==> config.mk <==
export PLATFORM = sky130hd
export DESIGN_NAME = sram_async_ctrl
export DESIGN_NICKNAME = d
export VERILOG_FILES = /design/src/rtl/sram_ctrl_pkg.sv /design/src/rtl/sram_wait_cnt.sv /design/src/rtl/sram_rd_capture.sv /design/src/rtl/sram_seq_fsm.sv /design/src/rtl/sram_async_ctrl.sv
export SDC_FILE = /design/constraint.sdc
export NUM_CORES = 1
export LEC_CHECK = 0
export BUFFER_PORTS_ARGS = -buffer_cell sky130_fd_sc_hd__buf_4
export CORE_UTILIZATION = 42
export CTS_BUF_LIST = sky130_fd_sc_hd__clkbuf_16
export CTS_CLUSTER_DIAMETER = 120
export DETAILED_ROUTE_END_ITERATION = 12
export HOLD_SLACK_MARGIN = 0.08
export PLACE_DENSITY = 0.77
export SLEW_MARGIN = 20
export SYNTH_ARGS = -nofsm -noshare
export SYNTH_HDL_FRONTEND = slang
export SYNTH_SLANG_ARGS = --single-unit
==> constraint.sdc <==
create_clock -name clk -period 2.3 [get_ports clk]
set_clock_uncertainty 0.2 [all_clocks]
set_input_delay 0.115 -clock clk [delete_from_list [all_inputs] [get_ports clk]]
set_output_delay 0.115 -clock clk [all_outputs]
set_load 0.02 [all_outputs]
==> src/rtl/sram_ctrl_pkg.sv <==
package sram_ctrl_pkg;

  typedef enum logic [2:0] {
    ST_IDLE,
    ST_WR_SETUP,
    ST_WR_PULSE,
    ST_WR_RECOV,
    ST_RD_ACCESS,
    ST_RD_TURN
  } seq_state_e;

  // nanoseconds to whole cycles, never below one
  function automatic int ns_to_cyc(input int ns, input int period_ns);
    int c;
    c = (ns + period_ns - 1) / period_ns;
    return (c < 1) ? 1 : c;
  endfunction

  function automatic int imax(input int a, input int b);
    return (a > b) ? a : b;
  endfunction

endpackage

==> src/rtl/sram_wait_cnt.sv <==
module sram_wait_cnt #(
  parameter int CNT_W = 3
) (
  input  logic             clk,
  input  logic             rst_n,
  input  logic             load,
  input  logic [CNT_W-1:0] load_val,
  output logic             done
);

  logic [CNT_W-1:0] cnt_q;
  logic [CNT_W-1:0] cnt_d;
  logic             cnt_en;

  always_comb begin
    cnt_en = load || (cnt_q != '0);
    if (load) cnt_d = load_val;
    else      cnt_d = cnt_q - 1'b1;
  end

  always_ff @(posedge clk or negedge rst_n) begin
    if (!rst_n)      cnt_q <= '0;
    else if (cnt_en) cnt_q <= cnt_d;
  end

  assign done = (cnt_q == '0);

endmodule

==> src/rtl/sram_rd_capture.sv <==
module sram_rd_capture #(
  parameter int DATA_W = 16
) (
  input  logic              clk,
  input  logic              rst_n,
  input  logic              sample,
  input  logic [DATA_W-1:0] dq_in,
  output logic [DATA_W-1:0] rd_data,
  output logic              rd_valid
);

  logic [DATA_W-1:0] data_q;
  logic              valid_q;

  always_ff @(posedge clk or negedge rst_n) begin
    if (!rst_n)      data_q <= '0;
    else if (sample) data_q <= dq_in;
  end

  always_ff @(posedge clk or negedge rst_n) begin
    if (!rst_n) valid_q <= 1'b0;
    else        valid_q <= sample;
  end

  assign rd_data  = data_q;
  assign rd_valid = valid_q;

  AST_RDVALID_SINGLE: assert property (@(posedge clk) disable iff (!rst_n)
    valid_q |=> !valid_q);
  AST_RDDATA_HELD: assert property (@(posedge clk) disable iff (!rst_n)
    !$past(sample) |-> $stable(data_q));

endmodule

==> src/rtl/sram_seq_fsm.sv <==
module sram_seq_fsm
  import sram_ctrl_pkg::*;
#(
  parameter int ADDR_W       = 18,
  parameter int DATA_W       = 16,
  parameter int CNT_W        = 3,
  parameter int WR_PULSE_CYC = 5,
  parameter int WR_RECOV_CYC = 1,
  parameter int RD_ACC_CYC   = 7,
  parameter int RD_TURN_CYC  = 3
) (
  input  logic              clk,
  input  logic              rst_n,
  input  logic              req_valid,
  input  logic              req_write,
  input  logic [ADDR_W-1:0] req_addr,
  input  logic [DATA_W-1:0] req_wdata,
  input  logic [1:0]        req_be,
  output logic              req_ready,
  output logic              cnt_load,
  output logic [CNT_W-1:0]  cnt_val,
  input  logic              cnt_done,
  output logic              sample,
  output logic [ADDR_W-1:0] sram_addr,
  output logic              sram_ce_n,
  output logic              sram_ce,
  output logic              sram_we_n,
  output logic              sram_oe_n,
  output logic              sram_lb_n,
  output logic              sram_ub_n,
  output logic [DATA_W-1:0] sram_dq_out,
  output logic              sram_dq_oe
);

  localparam logic [CNT_W-1:0] LD_SETUP = '0;
  localparam logic [CNT_W-1:0] LD_PULSE = CNT_W'(WR_PULSE_CYC - 1);
  localparam logic [CNT_W-1:0] LD_RECOV = CNT_W'(WR_RECOV_CYC - 1);
  localparam logic [CNT_W-1:0] LD_ACC   = CNT_W'(RD_ACC_CYC - 1);
  localparam logic [CNT_W-1:0] LD_TURN  = CNT_W'(RD_TURN_CYC - 1);

  seq_state_e        state_q, state_d;
  logic [ADDR_W-1:0] addr_q, addr_d;
  logic [DATA_W-1:0] wdata_q, wdata_d;
  logic              ce_n_q, ce_n_d;
  logic              ce_q, ce_d;
  logic              we_n_q, we_n_d;
  logic              oe_n_q, oe_n_d;
  logic              lb_n_q, lb_n_d;
  logic              ub_n_q, ub_n_d;
  logic              dq_oe_q, dq_oe_d;
  logic              accept;
  logic              cap_en;

  assign req_ready = (state_q == ST_IDLE);
  assign accept    = req_ready && req_valid && (req_be != 2'b00);
  assign cap_en    = accept;

  always_comb begin
    state_d  = state_q;
    addr_d   = addr_q;
    wdata_d  = wdata_q;
    ce_n_d   = ce_n_q;
    ce_d     = ce_q;
    we_n_d   = we_n_q;
    oe_n_d   = oe_n_q;
    lb_n_d   = lb_n_q;
    ub_n_d   = ub_n_q;
    dq_oe_d  = dq_oe_q;
    cnt_load = 1'b0;
    cnt_val  = '0;
    sample   = 1'b0;
    unique case (state_q)
      ST_IDLE: begin
        if (accept) begin
          addr_d   = req_addr;
          ce_n_d   = 1'b0;
          ce_d     = 1'b1;
          lb_n_d   = !req_be[0];
          ub_n_d   = !req_be[1];
          cnt_load = 1'b1;
          if (req_write) begin
            wdata_d = req_wdata;
            dq_oe_d = 1'b1;
            cnt_val = LD_SETUP;
            state_d = ST_WR_SETUP;
          end else begin
            oe_n_d  = 1'b0;
            cnt_val = LD_ACC;
            state_d = ST_RD_ACCESS;
          end
        end
      end
      ST_WR_SETUP: begin
        if (cnt_done) begin
          we_n_d   = 1'b0;
          cnt_load = 1'b1;
          cnt_val  = LD_PULSE;
          state_d  = ST_WR_PULSE;
        end
      end
      ST_WR_PULSE: begin
        if (cnt_done) begin
          we_n_d   = 1'b1;
          cnt_load = 1'b1;
          cnt_val  = LD_RECOV;
          state_d  = ST_WR_RECOV;
        end
      end
      ST_WR_RECOV: begin
        if (cnt_done) begin
          ce_n_d  = 1'b1;
          ce_d    = 1'b0;
          lb_n_d  = 1'b1;
          ub_n_d  = 1'b1;
          dq_oe_d = 1'b0;
          state_d = ST_IDLE;
        end
      end
      ST_RD_ACCESS: begin
        if (cnt_done) begin
          sample   = 1'b1;
          ce_n_d   = 1'b1;
          ce_d     = 1'b0;
          oe_n_d   = 1'b1;
          lb_n_d   = 1'b1;
          ub_n_d   = 1'b1;
          cnt_load = 1'b1;
          cnt_val  = LD_TURN;
          state_d  = ST_RD_TURN;
        end
      end
      ST_RD_TURN: begin
        if (cnt_done) state_d = ST_IDLE;
      end
      default: state_d = ST_IDLE;
    endcase
  end

  always_ff @(posedge clk or negedge rst_n) begin
    if (!rst_n) begin
      state_q <= ST_IDLE;
      ce_n_q  <= 1'b1;
      ce_q    <= 1'b0;
      we_n_q  <= 1'b1;
      oe_n_q  <= 1'b1;
      lb_n_q  <= 1'b1;
      ub_n_q  <= 1'b1;
      dq_oe_q <= 1'b0;
    end else begin
      state_q <= state_d;
      ce_n_q  <= ce_n_d;
      ce_q    <= ce_d;
      we_n_q  <= we_n_d;
      oe_n_q  <= oe_n_d;
      lb_n_q  <= lb_n_d;
      ub_n_q  <= ub_n_d;
      dq_oe_q <= dq_oe_d;
    end
  end

  always_ff @(posedge clk or negedge rst_n) begin
    if (!rst_n) begin
      addr_q  <= '0;
      wdata_q <= '0;
    end else if (cap_en) begin
      addr_q  <= addr_d;
      wdata_q <= wdata_d;
    end
  end

  assign sram_addr   = addr_q;
  assign sram_ce_n   = ce_n_q;
  assign sram_ce     = ce_q;
  assign sram_we_n   = we_n_q;
  assign sram_oe_n   = oe_n_q;
  assign sram_lb_n   = lb_n_q;
  assign sram_ub_n   = ub_n_q;
  assign sram_dq_out = wdata_q;
  assign sram_dq_oe  = dq_oe_q;

  AST_WE_NEEDS_SELECT: assert property (@(posedge clk) disable iff (!rst_n)
    !we_n_q |-> (!ce_n_q && ce_q && (!lb_n_q || !ub_n_q) && dq_oe_q && oe_n_q));
  AST_ADDR_STABLE_PULSE: assert property (@(posedge clk) disable iff (!rst_n)
    $past(!we_n_q) |-> $stable(addr_q));
  AST_WDATA_STABLE_PULSE: assert property (@(posedge clk) disable iff (!rst_n)
    $past(!we_n_q) |-> $stable(wdata_q));
  AST_READ_NO_DRIVE: assert property (@(posedge clk) disable iff (!rst_n)
    !oe_n_q |-> (we_n_q && !dq_oe_q));
  AST_NOOP_SILENT: assert property (@(posedge clk) disable iff (!rst_n)
    (req_valid && req_ready && (req_be == 2'b00)) |=>
      (req_ready && ce_n_q && !ce_q && we_n_q && oe_n_q));
  AST_IDLE_STROBES_OFF: assert property (@(posedge clk) disable iff (!rst_n)
    req_ready |-> (ce_n_q && we_n_q && oe_n_q && !dq_oe_q));
  AST_BUSY_ADDR_HELD: assert property (@(posedge clk) disable iff (!rst_n)
    (!req_ready && $past(!req_ready)) |-> $stable(addr_q));

endmodule

==> src/rtl/sram_async_ctrl.sv <==
module sram_async_ctrl
  import sram_ctrl_pkg::*;
#(
  parameter int ADDR_W        = 18,
  parameter int DATA_W        = 16,
  parameter int CLK_PERIOD_NS = 10,
  parameter int T_WC_NS       = 70,
  parameter int T_WP_NS       = 50,
  parameter int T_DW_NS       = 30,
  parameter int T_AA_NS       = 70,
  parameter int T_OE_NS       = 40,
  parameter int T_OHZ_NS      = 25,
  parameter int T_HZ_NS       = 30
) (
  input  logic              clk,
  input  logic              rst_n,
  input  logic              req_valid,
  output logic              req_ready,
  input  logic              req_write,
  input  logic [ADDR_W-1:0] req_addr,
  input  logic [DATA_W-1:0] req_wdata,
  input  logic [1:0]        req_be,
  output logic [DATA_W-1:0] rd_data,
  output logic              rd_valid,
  output logic [ADDR_W-1:0] sram_addr,
  output logic              sram_ce_n,
  output logic              sram_ce,
  output logic              sram_we_n,
  output logic              sram_oe_n,
  output logic              sram_lb_n,
  output logic              sram_ub_n,
  output logic [DATA_W-1:0] sram_dq_out,
  input  logic [DATA_W-1:0] sram_dq_in,
  output logic              sram_dq_oe
);

  localparam int WR_PULSE_CYC = imax(ns_to_cyc(T_WP_NS, CLK_PERIOD_NS),
                                     ns_to_cyc(T_DW_NS, CLK_PERIOD_NS));
  localparam int WR_RECOV_CYC = imax(1, ns_to_cyc(T_WC_NS, CLK_PERIOD_NS) - 1 - WR_PULSE_CYC);
  localparam int RD_ACC_CYC   = imax(ns_to_cyc(T_AA_NS, CLK_PERIOD_NS),
                                     ns_to_cyc(T_OE_NS, CLK_PERIOD_NS));
  localparam int RD_TURN_CYC  = imax(ns_to_cyc(T_OHZ_NS, CLK_PERIOD_NS),
                                     ns_to_cyc(T_HZ_NS, CLK_PERIOD_NS));
  localparam int MAX_CYC      = imax(imax(WR_PULSE_CYC, WR_RECOV_CYC),
                                     imax(RD_ACC_CYC, RD_TURN_CYC));
  localparam int CNT_W        = $clog2(MAX_CYC + 1);

  // reset: asserted at once, released on a clock edge
  logic rst_meta_q, rst_sync_q;
  always_ff @(posedge clk or negedge rst_n) begin
    if (!rst_n) begin
      rst_meta_q <= 1'b0;
      rst_sync_q <= 1'b0;
    end else begin
      rst_meta_q <= 1'b1;
      rst_sync_q <= rst_meta_q;
    end
  end

  logic             cnt_load;
  logic [CNT_W-1:0] cnt_val;
  logic             cnt_done;
  logic             sample;

  sram_seq_fsm #(
    .ADDR_W       (ADDR_W),
    .DATA_W       (DATA_W),
    .CNT_W        (CNT_W),
    .WR_PULSE_CYC (WR_PULSE_CYC),
    .WR_RECOV_CYC (WR_RECOV_CYC),
    .RD_ACC_CYC   (RD_ACC_CYC),
    .RD_TURN_CYC  (RD_TURN_CYC)
  ) i_fsm (
    .clk         (clk),
    .rst_n       (rst_sync_q),
    .req_valid   (req_valid),
    .req_write   (req_write),
    .req_addr    (req_addr),
    .req_wdata   (req_wdata),
    .req_be      (req_be),
    .req_ready   (req_ready),
    .cnt_load    (cnt_load),
    .cnt_val     (cnt_val),
    .cnt_done    (cnt_done),
    .sample      (sample),
    .sram_addr   (sram_addr),
    .sram_ce_n   (sram_ce_n),
    .sram_ce     (sram_ce),
    .sram_we_n   (sram_we_n),
    .sram_oe_n   (sram_oe_n),
    .sram_lb_n   (sram_lb_n),
    .sram_ub_n   (sram_ub_n),
    .sram_dq_out (sram_dq_out),
    .sram_dq_oe  (sram_dq_oe)
  );

  sram_wait_cnt #(
    .CNT_W (CNT_W)
  ) i_cnt (
    .clk      (clk),
    .rst_n    (rst_sync_q),
    .load     (cnt_load),
    .load_val (cnt_val),
    .done     (cnt_done)
  );

  sram_rd_capture #(
    .DATA_W (DATA_W)
  ) i_cap (
    .clk      (clk),
    .rst_n    (rst_sync_q),
    .sample   (sample),
    .dq_in    (sram_dq_in),
    .rd_data  (rd_data),
    .rd_valid (rd_valid)
  );

endmodule

# After elaboration in Yosys (flattened, before gate mapping)
# Index checks and enable logic that the tools add are counted.
# Widths: inputs -> output; s select.
[op_classes] addsub=1 n_eq_ne=14 muxes=34 n_reduce_logical=23
[ops] cell="$mux 3" count=10
[ops] cell="$pmux 1 s2" count=8
[ops] cell="$pmux 3 s5" count=1
[ops] cell="$ne 2x2->1 const B" count=7
[ops] cell="$mux 1" count=13
[ops] cell="$reduce_bool 2->1" count=5
[ops] cell="$pmux 3 s3" count=1
[ops] cell="$reduce_and 3->1" count=3
[ops] cell="$reduce_and 4->1" count=2
[ops] cell="$eq 3x2->1 const B" count=2
[ops] cell="$eq 3x3->1 const B" count=2
[ops] cell="$logic_not 3->1" count=2
[ops] cell="$reduce_and 5->1" count=1
[ops] cell="$ne 2x1->1 const B" count=2
[ops] cell="$reduce_or 2->1" count=2
[ops] cell="$eq 3x1->1 const B" count=1
[ops] cell="$reduce_bool 3->1" count=1
[ops] cell="$reduce_or 3->1" count=1
[ops] cell="$sub 3x1->3 const B" count=1
[ops] cell="$logic_and 1x1->1" count=2
[ops] cell="$logic_not 1->1" count=2
[ops] cell="$mux 2" count=1
[ops] cell="$reduce_and 2->1" count=1
[ops] cell="$logic_or 1x1->1" count=1
[word_totals] regBits=66 elab_cells=87

# Logic depth before layout (Yosys ltp)
[depth] ltp_word=6 depth_mapped=9

# Hierarchy
# From an unflattened synthesis, not the netlist that was laid out.
[hier_totals] cells_unflattened=189 hier_area_um2=2890.3
[by_module_without_submodules] mod="sram_seq_fsm" instances=1 cells_per_inst=130 area_per_inst_um2=1961.9
[by_module_without_submodules] mod="sram_rd_capture" instances=1 cells_per_inst=35 area_per_inst_um2=674.4
[by_module_without_submodules] mod="sram_wait_cnt" instances=1 cells_per_inst=21 area_per_inst_um2=200.2
[by_module_without_submodules] mod="sram_async_ctrl" instances=1 cells_per_inst=3 area_per_inst_um2=53.8

# Least setup slack after synthesis
# No wires, ideal clock.
[synth_path] kind="reg2reg" start="reg i_fsm.state_q[1]" end="reg i_fsm.addr_q[0], in the netlist i_fsm.sram_addr[0]" setup_time_ns=0.125 arrival_time_ns=1.757 required_ns=1.975 path_slack_ns=0.218 path_stages_with_launch=6 n_path_buf=2 path_cell_list="dfrtp_1 > buf_2 > nor3_2 > o211a_1 > buf_2 > mux2_2"
[synth_via] elab_chain_len=4
[synth_rtl] item="start: declaration" line_no="sram_seq_fsm.sv:41" rtl="seq_state_e state_q, state_d;"
[synth_rtl] item="start signal: assignment" line_no="sram_seq_fsm.sv:150" rtl="state_q <= state_d;"
[synth_rtl] item="$logic_not 3->1 (*)" line_no="sram_seq_fsm.sv:54" rtl="assign req_ready = (state_q == ST_IDLE);"
[synth_rtl] item="net req_ready" line_no="sram_async_ctrl.sv:18" rtl="output logic req_ready,"
[synth_rtl] item="$logic_and 1x1->1 (2 in a row)" line_no="sram_seq_fsm.sv:55" rtl="assign accept = req_ready && req_valid && (req_be != 2'b00);"
[synth_rtl] item="$reduce_and 2->1 (no line) (*)"
[synth_rtl] item="end signal: assignment" line_no="sram_seq_fsm.sv:166" rtl="addr_q <= addr_d;"
[synth_rtl] item="end: declaration" line_no="sram_seq_fsm.sv:42" rtl="logic [ADDR_W-1:0] addr_q, addr_d;"
# Mark *: on every way through the listed nets, which the timed path passes. The rest lies on a longest branch.
# A chain may end at the register's enable or synchronous reset.

# Worst setup path after layout
[layout_path] start="reg i_fsm.state_q[1]" end="reg i_fsm.lb_n_q, in the netlist i_fsm.sram_lb_n"
[layout_via] elab_chain_len=5 elab_cells_between_ends=11 cone_classes="eq/ne (4); mux (1); reduce/logical (6)"
[layout_rtl] item="$logic_not 3->1" line_no="sram_seq_fsm.sv:54, sram_seq_fsm.sv:72"
[layout_rtl] item="$logic_and 1x1->1 (2 in a row)" line_no="sram_seq_fsm.sv:55"
[layout_rtl] item="$ne 2x2->1 (no line)"
[layout_rtl] item="$reduce_and 3->1 (no line)"
[layout_rtl] item="end signal: assignment" line_no="sram_seq_fsm.sv:155" rtl="lb_n_q <= lb_n_d;"
[layout_rtl] item="end: declaration" line_no="sram_seq_fsm.sv:48" rtl="logic lb_n_q, lb_n_d;"
# Parallel ways exist; a longest one is shown, timed or not.

==> qor.txt <==
status -> completed
syn nets -> 269
input/output buffers -> 114
Crit Path Max Fanout -> 6
CTS H-tree depth -> 3
die span in x -> 81.0 um
Comb power frac -> 44.9%
Total GRT Usage -> 24.3%
hold violation count in the final report -> 0
Tot Pwr -> 0.00616 W
root buf cell -> clkbuf_16
CP Data Arrival Time -> 2.20 ns
YS warnings -> 0
Avg Inst Size Synth -> 12.4 um^2
WP data required -> 2.36 ns
Clock Latency Late Sink -> 0.32 ns
static leakage -> 2.20 nW
register area share after synthesis -> 63.3%
CTS clock-pin slew for the worst setup and hold paths -> 0.05 ns
Clk pwr share -> 20.6%
Congestion Overflow GR -> 0
Non-Filler Instances -> 472
Slew Limit Fails -> 0
synthesized cell area -> 2620 um^2
minimum hold slack -> 0.0688 ns
clock sinks -> 66
routed via count -> 2277
Power Density -> 1380 nW/um^2
Hold/Removal Path Class -> register to asynchronous set/reset pin
Tcrit/Tclk final -> 93.1%
Top Ports -> 115
first-pass iteration count of the detailed router -> 4
Worst-Margin Slew -> 0.578 ns
Avg Vias per Cell -> 4.82
Initial Util -> 44.0%
CTS tree -> built
first-pass GRT wire length -> 11500 um
placed cells -> 400
design area -> 4460 um^2
relative slew slack -> 61.5%
Die Area -> 6550 um^2
initial antenna violation count -> 0
maximum clock rate -> 467 MHz
CP Capture Type -> register
fillcell total -> 407
Syn Inst Count -> 211
# setup viols final -> 0
number of remaining DRC errors -> 0
switching part of the total -> 36.5%
CTS max path bufs -> 2
row count -> 28
share of cells above drive strength 1 -> 45.6%
#FFs+latches synth -> 66
Total Routed Length -> 7390 um
Startpoint Class -> register
CTS Buf Count -> 9
post-synth cell types -> 32
setup tns final -> 0 ns
largest net degree at the start of global routing -> 41
Routed wire per std cell -> 15.7 um
total internal power -> 0.00392 W
net switching power figure -> 0.00225 W
WS Path Type -> register to register
DP Area -> 3600 um^2
GPL Wtd Cong -> 0.816
DIE HEIGHT -> 81.0 um
Core ar. -> 5960 um^2
sequential share of power -> 34.4%
diode count -> 0
Layout Nets -> 451
min Tclk post-route -> 2.14 ns
Max Cap Viol -> 0
vias in the first global route -> 2338
Syn-to-layout area delta -> 70.5%
Iteration-0 DRC Markers -> 63
FF-to-FF path depth -> 5
maximum vdd drop -> 1.03 mV
Post-DP HPWL -> 4480 um
number of routed nets with antenna violations -> 0
-- cell usage after synthesis, drive strengths merged --
master | instances | area share, %
a211oi | 1 | 0.48
a21o | 2 | 0.57
a21oi | 6 | 1.1
a22oi | 1 | 0.29
a31oi | 1 | 0.24
a32oi | 1 | 0.33
buf | 7 | 1.6
clkbuf | 1 | 0.14
conb | 1 | 0.14
dfrtp | 61 | 58
dfstp | 5 | 5.0
ha | 2 | 0.96
inv | 4 | 0.76
mux2 | 35 | 15
mux2i | 1 | 0.38
nand2 | 53 | 7.6
nand2b | 2 | 0.48
nand3b | 1 | 0.29
nor2 | 9 | 1.3
nor2b | 1 | 0.24
nor3 | 1 | 0.38
nor3b | 1 | 0.29
o211a | 3 | 1.1
o211ai | 1 | 0.29
o21a | 1 | 0.29
o21ai | 5 | 0.96
or2 | 1 | 0.24
or3b | 1 | 0.33
xor2 | 2 | 0.67
-- final timing paths --
kind                                        from           endpoint  slack [ns]
worst max register to register  i_fsm.state_q[1]    i_fsm.sram_lb_n        0.16
min in group clk                       req_valid   i_fsm.sram_dq_oe        0.11
worst min register to register        rst_sync_q  i_cap.rd_data[11]        0.07
worst max-delay path            i_fsm.state_q[1]    i_fsm.sram_lb_n        0.16
worst min-delay path                  rst_sync_q  i_cap.rd_data[11]        0.07
max in group asynchronous             rst_sync_q    i_fsm.sram_ce_n        1.15
-- per-layer routing --
metal,track usage (%),share of wire [%]
met5,0,0
met4,14.1,2.8
met3,4.38,4.2
met2,43.3,55
met1,27.2,38
-- power groups by stage --
stage / Clock [W] / Sequential [W] / Combinational, W
after global placement: 0 / 0.00208 / 0.00255
after global routing: 0.00134 / 0.00220 / 0.00296
after floorplan: 0 / 0.00267 / 0.000893
final: 0.00127 / 0.00212 / 0.00277
after CTS: 0.00129 / 0.00210 / 0.00274
after detailed placement: 0 / 0.00211 / 0.00261
-- through the flow --
step	setup WS (ns)	util [%]
CTS	0.0723	74.6
global route	-0.0235	75.0
global placement	0.334	60.4
detailed placement	0.275	60.4
floorplan	0.135	-
finish	0.159	75.0
-- registers in the layout, indices dropped and copies added (netlist names), 3 cells and up --
name / flops
i_cap.rd_data: 16
i_cnt.cnt_q: 3
i_fsm.sram_addr: 18
i_fsm.sram_dq_out: 16
i_fsm.state_q: 3
-- final cells by class --
type	instances	area (um^2)	area share [%]
multi-input combinational	133	913	20.5
sequential	66	1660	37.2
tap	75	93.8	2.10
clock inverter	6	51.3	1.15
inverter	4	20.0	0.448
clock buffer	9	225	5.04
timing repair buffer	179	1500	33.6
-- cells by family (layout without fill, tap and decap cells) --
group,Yosys count,in the layout,synth area share (%)
AND/OR/NAND/NOR,70,70,11.1
flip-flops,66,66,63.3
multiplexers,36,36,15.6
AO/OA/AOI/OAI,22,22,5.73
buffers and inverters,12,198,2.48
adder cells (fa/ha/maj),2,2,0.955
XOR/XNOR,2,2,0.669
other,1,1,0.143
-- timing repair --
item	in CTS	in global routing
setup buffers	0	0
endpoints found under the setup margin	0	2
hold buffers	57	0
resized for setup	0	5
hold endpoints to repair	57	0
-- worst max-delay path: stages, from the launching register on --
cell	delay [ns]
dfrtp_1	0.47
or3b_1	0.46
a21oi_4	0.19
o21ai_0	0.09
o21ai_0	0.10
dlygate4sd3_1	0.57
-- layout by cell type, fill, tap and decap left out, types with 2 or more instances in the layout --
cell	n
xor2_1	2
nand2_1	53
dfstp_2	5
dlygate4sd3_1	57
ha_1	2
a21oi_1	5
o211a_1	3
inv_1	4
o21ai_0	5
a21o_1	2
buf_4	121
nor2_1	9
dfrtp_2	3
nand2b_1	2
clkinv_1	2
dfrtp_1	58
mux2_2	34
clkbuf_16	9
clkinv_2	2
Power figures use the tool's default switching activity.
